<file path="config.mk">
export PLATFORM = sky130hd
export DESIGN_NAME = hirq_coalescer
export DESIGN_NICKNAME = d
export VERILOG_FILES = /design/src/rtl/hirq_pkg.sv /design/src/rtl/hirq_cause_regs.sv /design/src/rtl/hirq_coal_fsm.sv /design/src/rtl/hirq_periodic.sv /design/src/rtl/hirq_coalescer.sv
export SDC_FILE = /design/constraint.sdc
export NUM_CORES = 1
export LEC_CHECK = 0
export ABC_AREA = 1
export BUFFER_PORTS_ARGS = -buffer_cell sky130_fd_sc_hd__buf_4
export CAP_MARGIN = 40
export CORE_MARGIN = 1.5
export CORE_UTILIZATION = 55
export DETAILED_ROUTE_END_ITERATION = 7
export GPL_TIMING_DRIVEN = 0
export PLACE_DENSITY = 0.8
export SYNTH_ARGS = -nofsm -noshare
export SYNTH_HDL_FRONTEND = slang
export SYNTH_SLANG_ARGS = --single-unit
</file>
<file path="constraint.sdc">
create_clock -name clk -period 1.8 [get_ports clk]
set_input_delay 0.09 -clock clk [delete_from_list [all_inputs] [get_ports clk]]
set_output_delay 0.09 -clock clk [all_outputs]
set_load 0.05 [all_outputs]
</file>
<file path="src/rtl/hirq_pkg.sv">
package hirq_pkg;

    localparam int DATA_W = 32;

    // host status bit positions driven by folded or timer causes
    localparam int HB_FH_RX    = 31;
    localparam int HB_FH_ERR   = 29;
    localparam int HB_PERIODIC = 28;
    localparam int HB_FH_TX    = 27;

    // host bits that direct cause inputs may set: 26,25,7,6,3,1,0
    localparam logic [DATA_W-1:0] HOST_DIRECT_MASK = 32'h0600_00CB;

    // flow-handler word layout
    localparam int FH_ERR_BIT   = 31;
    localparam int FH_HIPRI_BIT = 30;
    localparam logic [DATA_W-1:0] FH_IMPL_MASK = 32'hC003_0003;
    localparam logic [DATA_W-1:0] FH_RX_MASK   = 32'h4003_0000;
    localparam logic [DATA_W-1:0] FH_TX_MASK   = 32'h0000_0003;

    localparam int REG_IDX_W = 2;
    localparam int PER_LSB   = 8;

    typedef enum logic [REG_IDX_W-1:0] {
        REG_HSTAT = 2'd0,
        REG_HMASK = 2'd1,
        REG_FSTAT = 2'd2,
        REG_CTRL  = 2'd3
    } reg_sel_e;

    typedef enum logic [1:0] {
        CO_IDLE = 2'd0,
        CO_WAIT = 2'd1,
        CO_FIRE = 2'd2
    } coal_state_e;

endpackage

</file>
<file path="src/rtl/hirq_cause_regs.sv">
module hirq_cause_regs
    import hirq_pkg::*;
(
    input  logic              clk,
    input  logic              rst_n,
    input  logic [DATA_W-1:0] host_evt,
    input  logic [DATA_W-1:0] fh_evt,
    input  logic              per_hit,
    input  logic [DATA_W-1:0] host_clr,
    input  logic [DATA_W-1:0] fh_clr,
    output logic [DATA_W-1:0] host_stat,
    output logic [DATA_W-1:0] fh_stat
);

    typedef struct packed {
        logic [DATA_W-1:0] host;
        logic [DATA_W-1:0] fh;
    } cause_t;

    cause_t cur_q, nxt_d;
    logic [DATA_W-1:0] host_set;
    logic [DATA_W-1:0] fh_set;

    always_comb begin
        fh_set   = fh_evt & FH_IMPL_MASK;
        host_set = host_evt & HOST_DIRECT_MASK;
        host_set[HB_FH_RX]    = |(fh_evt & FH_RX_MASK);
        host_set[HB_FH_ERR]   = fh_evt[FH_ERR_BIT];
        host_set[HB_FH_TX]    = |(fh_evt & FH_TX_MASK);
        host_set[HB_PERIODIC] = per_hit;

        // a set in the same cycle as a clear keeps the bit
        nxt_d.host = (cur_q.host & ~host_clr) | host_set;
        nxt_d.fh   = (cur_q.fh & ~fh_clr) | fh_set;
    end

    always_ff @(posedge clk) begin
        if (!rst_n) begin
            cur_q <= '0;
        end else begin
            cur_q <= nxt_d;
        end
    end

    assign host_stat = cur_q.host;
    assign fh_stat   = cur_q.fh;

endmodule

</file>
<file path="src/rtl/hirq_coal_fsm.sv">
module hirq_coal_fsm
    import hirq_pkg::*;
#(
    parameter int COAL_W    = 8,
    parameter int UNIT_LOG2 = 5
) (
    input  logic              clk,
    input  logic              rst_n,
    input  logic              us_tick,
    input  logic              pending,
    input  logic              bypass,
    input  logic [COAL_W-1:0] coal_val,
    output logic              irq
);

    localparam int CNT_W = COAL_W + UNIT_LOG2;

    typedef struct packed {
        coal_state_e      st;
        logic [CNT_W-1:0] cnt;
    } coal_t;

    coal_t cur_q, nxt_d;

    always_comb begin
        nxt_d = cur_q;
        if (bypass) begin
            nxt_d.st  = CO_FIRE;
            nxt_d.cnt = '0;
        end else begin
            case (cur_q.st)
                CO_IDLE: begin
                    if (pending) begin
                        if (coal_val == '0) begin
                            nxt_d.st = CO_FIRE;
                        end else begin
                            nxt_d.st  = CO_WAIT;
                            nxt_d.cnt = {coal_val, {UNIT_LOG2{1'b0}}};
                        end
                    end
                end
                CO_WAIT: begin
                    if (!pending) begin
                        nxt_d.st  = CO_IDLE;
                        nxt_d.cnt = '0;
                    end else if (us_tick) begin
                        if (cur_q.cnt == CNT_W'(1)) begin
                            nxt_d.st  = CO_FIRE;
                            nxt_d.cnt = '0;
                        end else begin
                            nxt_d.cnt = cur_q.cnt - CNT_W'(1);
                        end
                    end
                end
                CO_FIRE: begin
                    if (!pending) begin
                        nxt_d.st = CO_IDLE;
                    end
                end
                default: begin
                    nxt_d.st  = CO_IDLE;
                    nxt_d.cnt = '0;
                end
            endcase
        end
    end

    always_ff @(posedge clk) begin
        if (!rst_n) begin
            cur_q.st  <= CO_IDLE;
            cur_q.cnt <= '0;
        end else begin
            cur_q <= nxt_d;
        end
    end

    assign irq = (cur_q.st == CO_FIRE) && pending;

endmodule

</file>
<file path="src/rtl/hirq_periodic.sv">
module hirq_periodic #(
    parameter int PER_W     = 8,
    parameter int UNIT_LOG2 = 5
) (
    input  logic             clk,
    input  logic             rst_n,
    input  logic             us_tick,
    input  logic             restart,
    input  logic [PER_W-1:0] per_val,
    output logic             expire
);

    localparam int CNT_W = PER_W + UNIT_LOG2;

    typedef struct packed {
        logic [CNT_W-1:0] cnt;
    } per_t;

    per_t cur_q, nxt_d;
    logic [CNT_W-1:0] reload;

    always_comb begin
        reload = {per_val, {UNIT_LOG2{1'b0}}};
        nxt_d  = cur_q;
        expire = 1'b0;
        if (restart || per_val == '0) begin
            nxt_d.cnt = '0;
        end else if (us_tick) begin
            if (cur_q.cnt == '0) begin
                // first tick after enable only arms the counter
                nxt_d.cnt = reload;
            end else if (cur_q.cnt == CNT_W'(1)) begin
                expire    = 1'b1;
                nxt_d.cnt = reload;
            end else begin
                nxt_d.cnt = cur_q.cnt - CNT_W'(1);
            end
        end
    end

    always_ff @(posedge clk) begin
        if (!rst_n) begin
            cur_q <= '0;
        end else begin
            cur_q <= nxt_d;
        end
    end

endmodule

</file>
<file path="src/rtl/hirq_coalescer.sv">
module hirq_coalescer
    import hirq_pkg::*;
#(
    parameter int                COAL_W     = 8,
    parameter int                UNIT_LOG2  = 5,
    parameter logic [COAL_W-1:0] COAL_RESET = 8'h40
) (
    input  logic                 clk,
    input  logic                 rst_n,
    input  logic                 us_tick,
    input  logic                 reg_wr,
    input  logic [REG_IDX_W-1:0] reg_addr,
    input  logic [DATA_W-1:0]    reg_wdata,
    output logic [DATA_W-1:0]    reg_rdata,
    input  logic [DATA_W-1:0]    host_evt,
    input  logic [DATA_W-1:0]    fh_evt,
    output logic                 irq
);

    typedef struct packed {
        logic [DATA_W-1:0] mask;
        logic [COAL_W-1:0] coal;
        logic [COAL_W-1:0] per;
    } ctl_t;

    ctl_t ctl_q, ctl_d;

    logic [DATA_W-1:0] host_clr;
    logic [DATA_W-1:0] fh_clr;
    logic              per_restart;
    logic              per_hit;
    logic [DATA_W-1:0] host_stat;
    logic [DATA_W-1:0] fh_stat;
    logic [DATA_W-1:0] host_mask;
    logic [COAL_W-1:0] per_val;
    logic              pending;
    logic              bypass;

    always_comb begin
        ctl_d       = ctl_q;
        host_clr    = '0;
        fh_clr      = '0;
        per_restart = 1'b0;
        if (reg_wr) begin
            case (reg_sel_e'(reg_addr))
                REG_HSTAT: host_clr = reg_wdata;
                REG_HMASK: ctl_d.mask = reg_wdata;
                REG_FSTAT: fh_clr = reg_wdata;
                REG_CTRL: begin
                    ctl_d.coal  = reg_wdata[COAL_W-1:0];
                    ctl_d.per   = reg_wdata[PER_LSB +: COAL_W];
                    per_restart = 1'b1;
                end
                default: ;
            endcase
        end
    end

    always_comb begin
        reg_rdata = '0;
        case (reg_sel_e'(reg_addr))
            REG_HSTAT: reg_rdata = host_stat;
            REG_HMASK: reg_rdata = ctl_q.mask;
            REG_FSTAT: reg_rdata = fh_stat;
            REG_CTRL: begin
                reg_rdata[COAL_W-1:0]        = ctl_q.coal;
                reg_rdata[PER_LSB +: COAL_W] = ctl_q.per;
            end
            default: reg_rdata = '0;
        endcase
    end

    always_ff @(posedge clk) begin
        if (!rst_n) begin
            ctl_q.mask <= '0;
            ctl_q.coal <= COAL_RESET;
            ctl_q.per  <= '0;
        end else begin
            ctl_q <= ctl_d;
        end
    end

    assign host_mask = ctl_q.mask;
    assign per_val   = ctl_q.per;
    assign pending   = |(host_stat & ctl_q.mask);
    assign bypass    = fh_evt[FH_HIPRI_BIT] & ctl_q.mask[HB_FH_RX];

    hirq_cause_regs u_cause (
        .clk      (clk),
        .rst_n    (rst_n),
        .host_evt (host_evt),
        .fh_evt   (fh_evt),
        .per_hit  (per_hit),
        .host_clr (host_clr),
        .fh_clr   (fh_clr),
        .host_stat(host_stat),
        .fh_stat  (fh_stat)
    );

    hirq_periodic #(
        .PER_W    (COAL_W),
        .UNIT_LOG2(UNIT_LOG2)
    ) u_periodic (
        .clk    (clk),
        .rst_n  (rst_n),
        .us_tick(us_tick),
        .restart(per_restart),
        .per_val(ctl_q.per),
        .expire (per_hit)
    );

    hirq_coal_fsm #(
        .COAL_W   (COAL_W),
        .UNIT_LOG2(UNIT_LOG2)
    ) u_coal (
        .clk     (clk),
        .rst_n   (rst_n),
        .us_tick (us_tick),
        .pending (pending),
        .bypass  (bypass),
        .coal_val(ctl_q.coal),
        .irq     (irq)
    );

endmodule

</file>
# [Yosys cells after proc, flatten, opt, wreduce, memory -nomap -nowiden]
# Index checks and enable logic that the tools add are counted.
[totals] regBits=140 in_bits=102 output_inout_bits=33 word_cells=79
[classes] addsub=2 n_eq_ne=16 muxes=25 bitwise=10 n_reduce_logical=17
[ops] op="2-to-1 mux 32 bit" count=4
[ops] op="bitwise AND 32 bit" count=3
[ops] op="inverter 32 bit" count=2
[ops] op="OR 32 bit" count=2
[ops] op="one-hot mux 16 bit (4 select lines)" count=1
[ops] op="2-to-1 mux 15 bit" count=4
[ops] op="2-to-1 mux 13 bit" count=4
[ops] op="one-hot mux 16 bit (3 select lines)" count=1
[ops] op="one-hot mux 13 bit (3 select lines)" count=1
[ops] op="OR reduction 32 bit" count=1
[ops] op="equality test 13 x 1 -> 1 bit (second input constant)" count=2
[ops] op="subtractor 13 x 1 -> 13 bit (second input constant)" count=2
[ops] op="zero test 8 bit" count=2
[ops] op="zero test 13 bit" count=1
[ops] op="AND reduction 4 bit" count=3
[ops] op="!= test 3 bit (second input constant)" count=3
[ops] op="!= test 4 bit (second input constant)" count=2
[ops] op="equality test 2 bit (second input constant)" count=3
[ops] op="2-to-1 mux 1 bit" count=6
[ops] op="2-to-1 mux 2 bit" count=3
[ops] op="one-hot mux 2 bit (3 select lines)" count=1
[ops] op="OR reduction 2 bit" count=3
[ops] op="equality test 2 x 1 -> 1 bit (second input constant)" count=2
[ops] op="zero test 2 bit" count=2
[ops] op="other kinds (9)" count=12

# [Depth between registers and ports, before layout]
[logic_depth] depth_word=6 ltp_mapped=12 depth_no_buf=12

# [Hierarchy]
# Synthesis repeated with hierarchy kept, for this count alone.
[hier_totals] hier_cells=1061 area_unflattened_um2=7028.0
[modules_own_cells] module="hirq_coalescer" instances=1 cells_each=516 area_per_inst_um2=3071.7 seq_area_each_um2=960.9
[modules_own_cells] module="hirq_cause_regs" instances=1 cells_each=222 area_per_inst_um2=1918.1 seq_area_each_um2=1281.2
[modules_own_cells] module="hirq_coal_fsm" instances=1 cells_each=177 area_per_inst_um2=1068.5 seq_area_each_um2=300.3
[modules_own_cells] module="hirq_periodic" instances=1 cells_each=146 area_per_inst_um2=969.7 seq_area_each_um2=260.2

# [Worst setup path before layout]
# Ideal clock, no wire load.
[synth_timing] path_type="input -> output" startpoint="in reg_addr[1]" endpoint="out reg_rdata[15]" t_arrival_ps=1607 required_time_ps=1710 path_slack_ps=103 stages=4 n_path_buf=1 path_cell_list="nor2_1 -> inv_1 -> clkbuf_1 -> o21ai_0"
[synth_between] elab_chain_len=2 word_cells_on_any_way=5 classes_between="3 x eq/ne; 1 x mux; 1 x reduce/logical"
[synth_rtl] element="start, declared" line_no="hirq_coalescer.sv:12" rtl="input logic [REG_IDX_W-1:0] reg_addr,"
[synth_rtl] element="equality test 2 bit, or another cell as far along" line_no="hirq_coalescer.sv:61" rtl="case (reg_sel_e'(reg_addr))"
[synth_rtl] element="one-hot mux 16 bit (4 select lines) *" line_no="hirq_coalescer.sv:61"
[synth_rtl] element="end, declared" line_no="hirq_coalescer.sv:14" rtl="output logic [DATA_W-1:0] reg_rdata,"
# Every way passes the cells marked *; elsewhere a longest branch is shown, timed or not.

# [Worst setup path in the final report]
[layout_timing] startpoint="in reg_addr[1]" endpoint="out reg_rdata[29]"
[layout_between] elab_chain_len=2 word_cells_on_any_way=4 classes_between="2 x eq/ne; 1 x mux; 1 x reduce/logical"
[layout_rtl] element="equality test 2 bit, or another cell as far along" line_no="hirq_coalescer.sv:61"
[layout_rtl] element="one-hot mux 16 bit (3 select lines) *" line_no="hirq_coalescer.sv:61"
# Marks and branches as above.

==> reports/summary.md <==
The synthesized area per cell came out at 7.18 sq um. The run gives 6650 as the number of global-route vias before repair. For the pin with the worst max-slew slack, the measured transition is 0.659 ns. The run gives 32900 microns as the first-pass GRT wire length. Final clock period utilization by the worst path: 1.00. The critical path endpoint category was an output pin. The net count after synthesis is 1014, and the area added between synthesis and finish is 29.7%.

The tightest min-delay check is of the input pin to flop type. After synthesis, the netlist uses 37 different library cells. The final critical-path setup slack was -0.00147 ns.

For this design the total switching power over the nets is 2.68 mW. Summed over all layers, the routed wires come to 20600 microns. By count the netlist is led by sky130_fd_sc_hd__nand2_1 (238), sky130_fd_sc_hd__dfxtp_1 (140), sky130_fd_sc_hd__inv_1 (88), sky130_fd_sc_hd__a21oi_1 (75), sky130_fd_sc_hd__nand3_1 (59). The sequential fraction of the synthesis area was 0.430. For the fraction of power consumed by sequential logic, the log shows 0.391.

For the number of antenna cells inserted, the log shows 0. The tools report the share of power burned in combinational logic as 0.232. The final setup violation count was 1. In this run the cell area of the synthesized design comes to 6520 sq um.

The run gives 0.561 as the relative slew slack. The category of the critical setup timing path was input pin to output pin. In this run the deepest clock path goes through 2 buffers. The top cell type's share of synthesized area was 0.430. The number of clock buffers inserted by TritonCTS came out at 17.

IR analysis of the VDD net gives a maximum drop of 0.839 mV. Sorting the synthesized cells by area gives the leading types as sky130_fd_sc_hd__dfxtp_1 (43%), sky130_fd_sc_hd__nand2_1 (14%), sky130_fd_sc_hd__a21oi_1 (5.8%). After synthesis, the largest family of logic cells by area is simple AND/OR/NAND/NOR gates. The cell sitting at the root of the clock tree is a sky130_fd_sc_hd__clkbuf_16.

The post-synthesis adder-cell area fraction was 0.00768; the worst path arrival time was 1.71 ns. In this run, the number of DRC markers left after iteration 0 of detailed routing was 771. The count of buffers added on input and output ports is 81. The area share of and/or/nand/nor cells after synthesis was 0.254; the detailed-router iteration count before antenna repair was 6. The starting density of the core was 0.568; the number of clock sinks was 140. The tool flagged a number of max-cap violations equal to 0.

Across the routed clock network, the largest skew measured is 0.00786 ns. Setup repair after global routing could not meet its margin everywhere. The Yosys step of the flow raised 0 warnings. The async set-or-reset flop fraction in the synthesized netlist came out at 0.

The level count of the clock H-tree came out at 4. Static timing analysis puts the maximum clock frequency at 555 MHz. At the end of the flow, the number of nets in the layout was 1164. The switching share of power was 0.311; the parity-gate share of the synthesized area counting xor and xnor cells was 0.0228.

The floorplan has 39 rows. Once detail routing completed, the nets flagged for antenna violations numbered 0. The share of final-layout standard cells stronger than drive strength 1 came out at 0.158. In this run the power density over the cells is 1020 nW/um^2.

The residual overflow from global routing was 0. STA classifies the critical path startpoint as an input pin. The mux cell area share after synthesis is 0. The tools report the die area as 12500 sq um. The run gives 0 as the final number of max-transition violations.

After layout, the minimum clock period comes to 1.80 ns. The number of synthesized register bits is 140, and the total routing usage reported by global routing is 0.330. The average wire length per cell after detail routing was 17.0 microns; the weighted congestion at the end of routability-driven global placement was 0.881. After filler insertion, the fill cell instance count of the layout stands at 880. The checks that failed: setup timing. In the synthesized netlist the dominant register cell turns out to be sky130_fd_sc_hd__dfxtp_1. The tools report the critical path required time as 1.71 ns. Counting flops with a built-in enable in the synthesized netlist gives 0. The tools report the routed via count as 6972. TritonCTS built the clock tree. In this run the horizontal extent of the chip is 112 microns. The number of top-level pins is 135, and the clock network power share is 0.377. The internal power of the cells totals 5.92 mW.

For the final hold violation count, the log shows 0. The flow ran to the end, but the final reports show violations. Yosys instantiated no cell more often than sky130_fd_sc_hd__nand2_1. Clock latency on the worst-skew pair, taken at its later pin, is 0.42 ns.

After clock tree synthesis, the clock-pin slew on the worst setup and hold paths is 0.06 ns. The most area-hungry cell type in the Yosys netlist is sky130_fd_sc_hd__dfxtp_1. After layout, the design draws a total of 8.59 mW. Of all nets on the critical path, the largest fanout is 10. The share of the synthesized area in compound gates (AO/OA/AOI/OAI) was 0.201; the estimated wirelength of the detail-placed design was 13900 microns.

The static leakage power is 3.46 nW. The share of the core filled with cells was 0.737; the vertical die dimension was 112 microns. The cell count after synthesis is 908, and the detail-routed via count per cell is 5.76. The DRC violation count after routing was 0. The initial antenna violation count is 0, and the area of the core is 11500 sq um. The largest net degree at the start of global routing is 17.
through the flow:
step / setup slack (ns) / cell area (sq um) / hold slack, ns / instances / setup TNS, ns
CTS: 0.00155 / 8300 / 0.0664 / 1207 / 0
finish: -0.00147 / 8450 / 0.0780 / 1211 / -0.00147
floorplan: 0.103 / 6520 / 0.195 / 908 / 0
detailed placement: -0.170 / 7300 / 0.303 / 1132 / -1.43
global placement: -0.115 / 7300 / 0.296 / 1132 / -0.567
global route: -0.0648 / 8450 / 0.117 / 1211 / -0.881
worst max-delay path, cell delays in order:
cell and delay, ns:
sky130_fd_sc_hd__buf_4 0.13, sky130_fd_sc_hd__nor2_2 0.37, sky130_fd_sc_hd__clkinv_1 0.45, sky130_fd_sc_hd__o221ai_1 0.40, sky130_fd_sc_hd__buf_4 0.26
logic make-up after synthesis:
logic type | Yosys count
and+or+nand+nor | 390
buffers and inverters | 143
AOI/OAI and AO/OA | 214
DFF | 140
adders and majority gates | 4
xor gates and xnor gates | 17
cell type report:
cell class / instances / area (sq um) / share of cell area
Inverter: 94 / 355 / 0.0420
Clock inverter: 6 / 66.3 / 0.00784
Buffer: 49 / 209 / 0.0247
Clock buffer: 23 / 468 / 0.0554
Multi-Input combinational cell: 625 / 3270 / 0.387
Tap cell: 143 / 179 / 0.0212
Sequential cell: 140 / 2810 / 0.332
Timing Repair Buffer: 131 / 1100 / 0.130
metal layers:
layer | share of wire | vias to the layer above | track usage
met5 | 0 | - | 0
met4 | 0.039 | 0 | 0.153
met3 | 0.088 | 70 | 0.0866
met2 | 0.48 | 344 | 0.554
met1 | 0.39 | 3195 | 0.396
li1 | - | 3363 | -
power by group through the flow:
stage | clock (mW) | sequential (mW) | combinational [mW]
2_1_floorplan | 0 | 3.40 | 1.23
3_5_place_dp | 0 | 3.42 | 1.71
5_1_grt | 3.38 | 3.38 | 2.18
4_1_cts | 3.22 | 3.35 | 1.81
3_3_place_gp | 0 | 3.42 | 1.69
6_report | 3.24 | 3.36 | 1.99
worst paths after layout:
check	start	slack [ns]	endpoint	cells past startpoint
min reg2reg	u_cause.fh_stat[4]	0.43	u_cause.fh_stat[4]	2
min	reg_addr[1]	0.08	host_mask[0]	4
max	reg_addr[1]	-0.001	reg_rdata[29]	5
max reg2reg	host_mask[22]	0.05	u_coal.cur_q[12]	11
cells in the final DEF (no fill, tap or decap), drive strengths merged, types with 24 or more instances in the layout:
cell / instances
clkbuf: 65
nand2: 243
a311oi: 24
o21ai: 58
nand3: 61
dlygate4sd3: 46
buf: 92
dfxtp: 140
nor2: 65
a21oi: 75
inv: 93
state kept, by name, indices dropped and copies added, names as in the netlist:
name and cells:
per_val 8, ctl_q 8, u_coal.cur_q 15, u_cause.fh_stat 32, u_periodic.cur_q 13, u_cause.host_stat 32, host_mask 32
timing repair:
item,in CTS,in global routing
hold endpoints to repair,103,0
setup buffers,0,2
gates resized for setup,3,46
cloned,0,2
hold buffers,46,0
pin swaps,0,18
setup endpoints to repair,20,49
No activity file was read; power rests on OpenSTA's default activity.
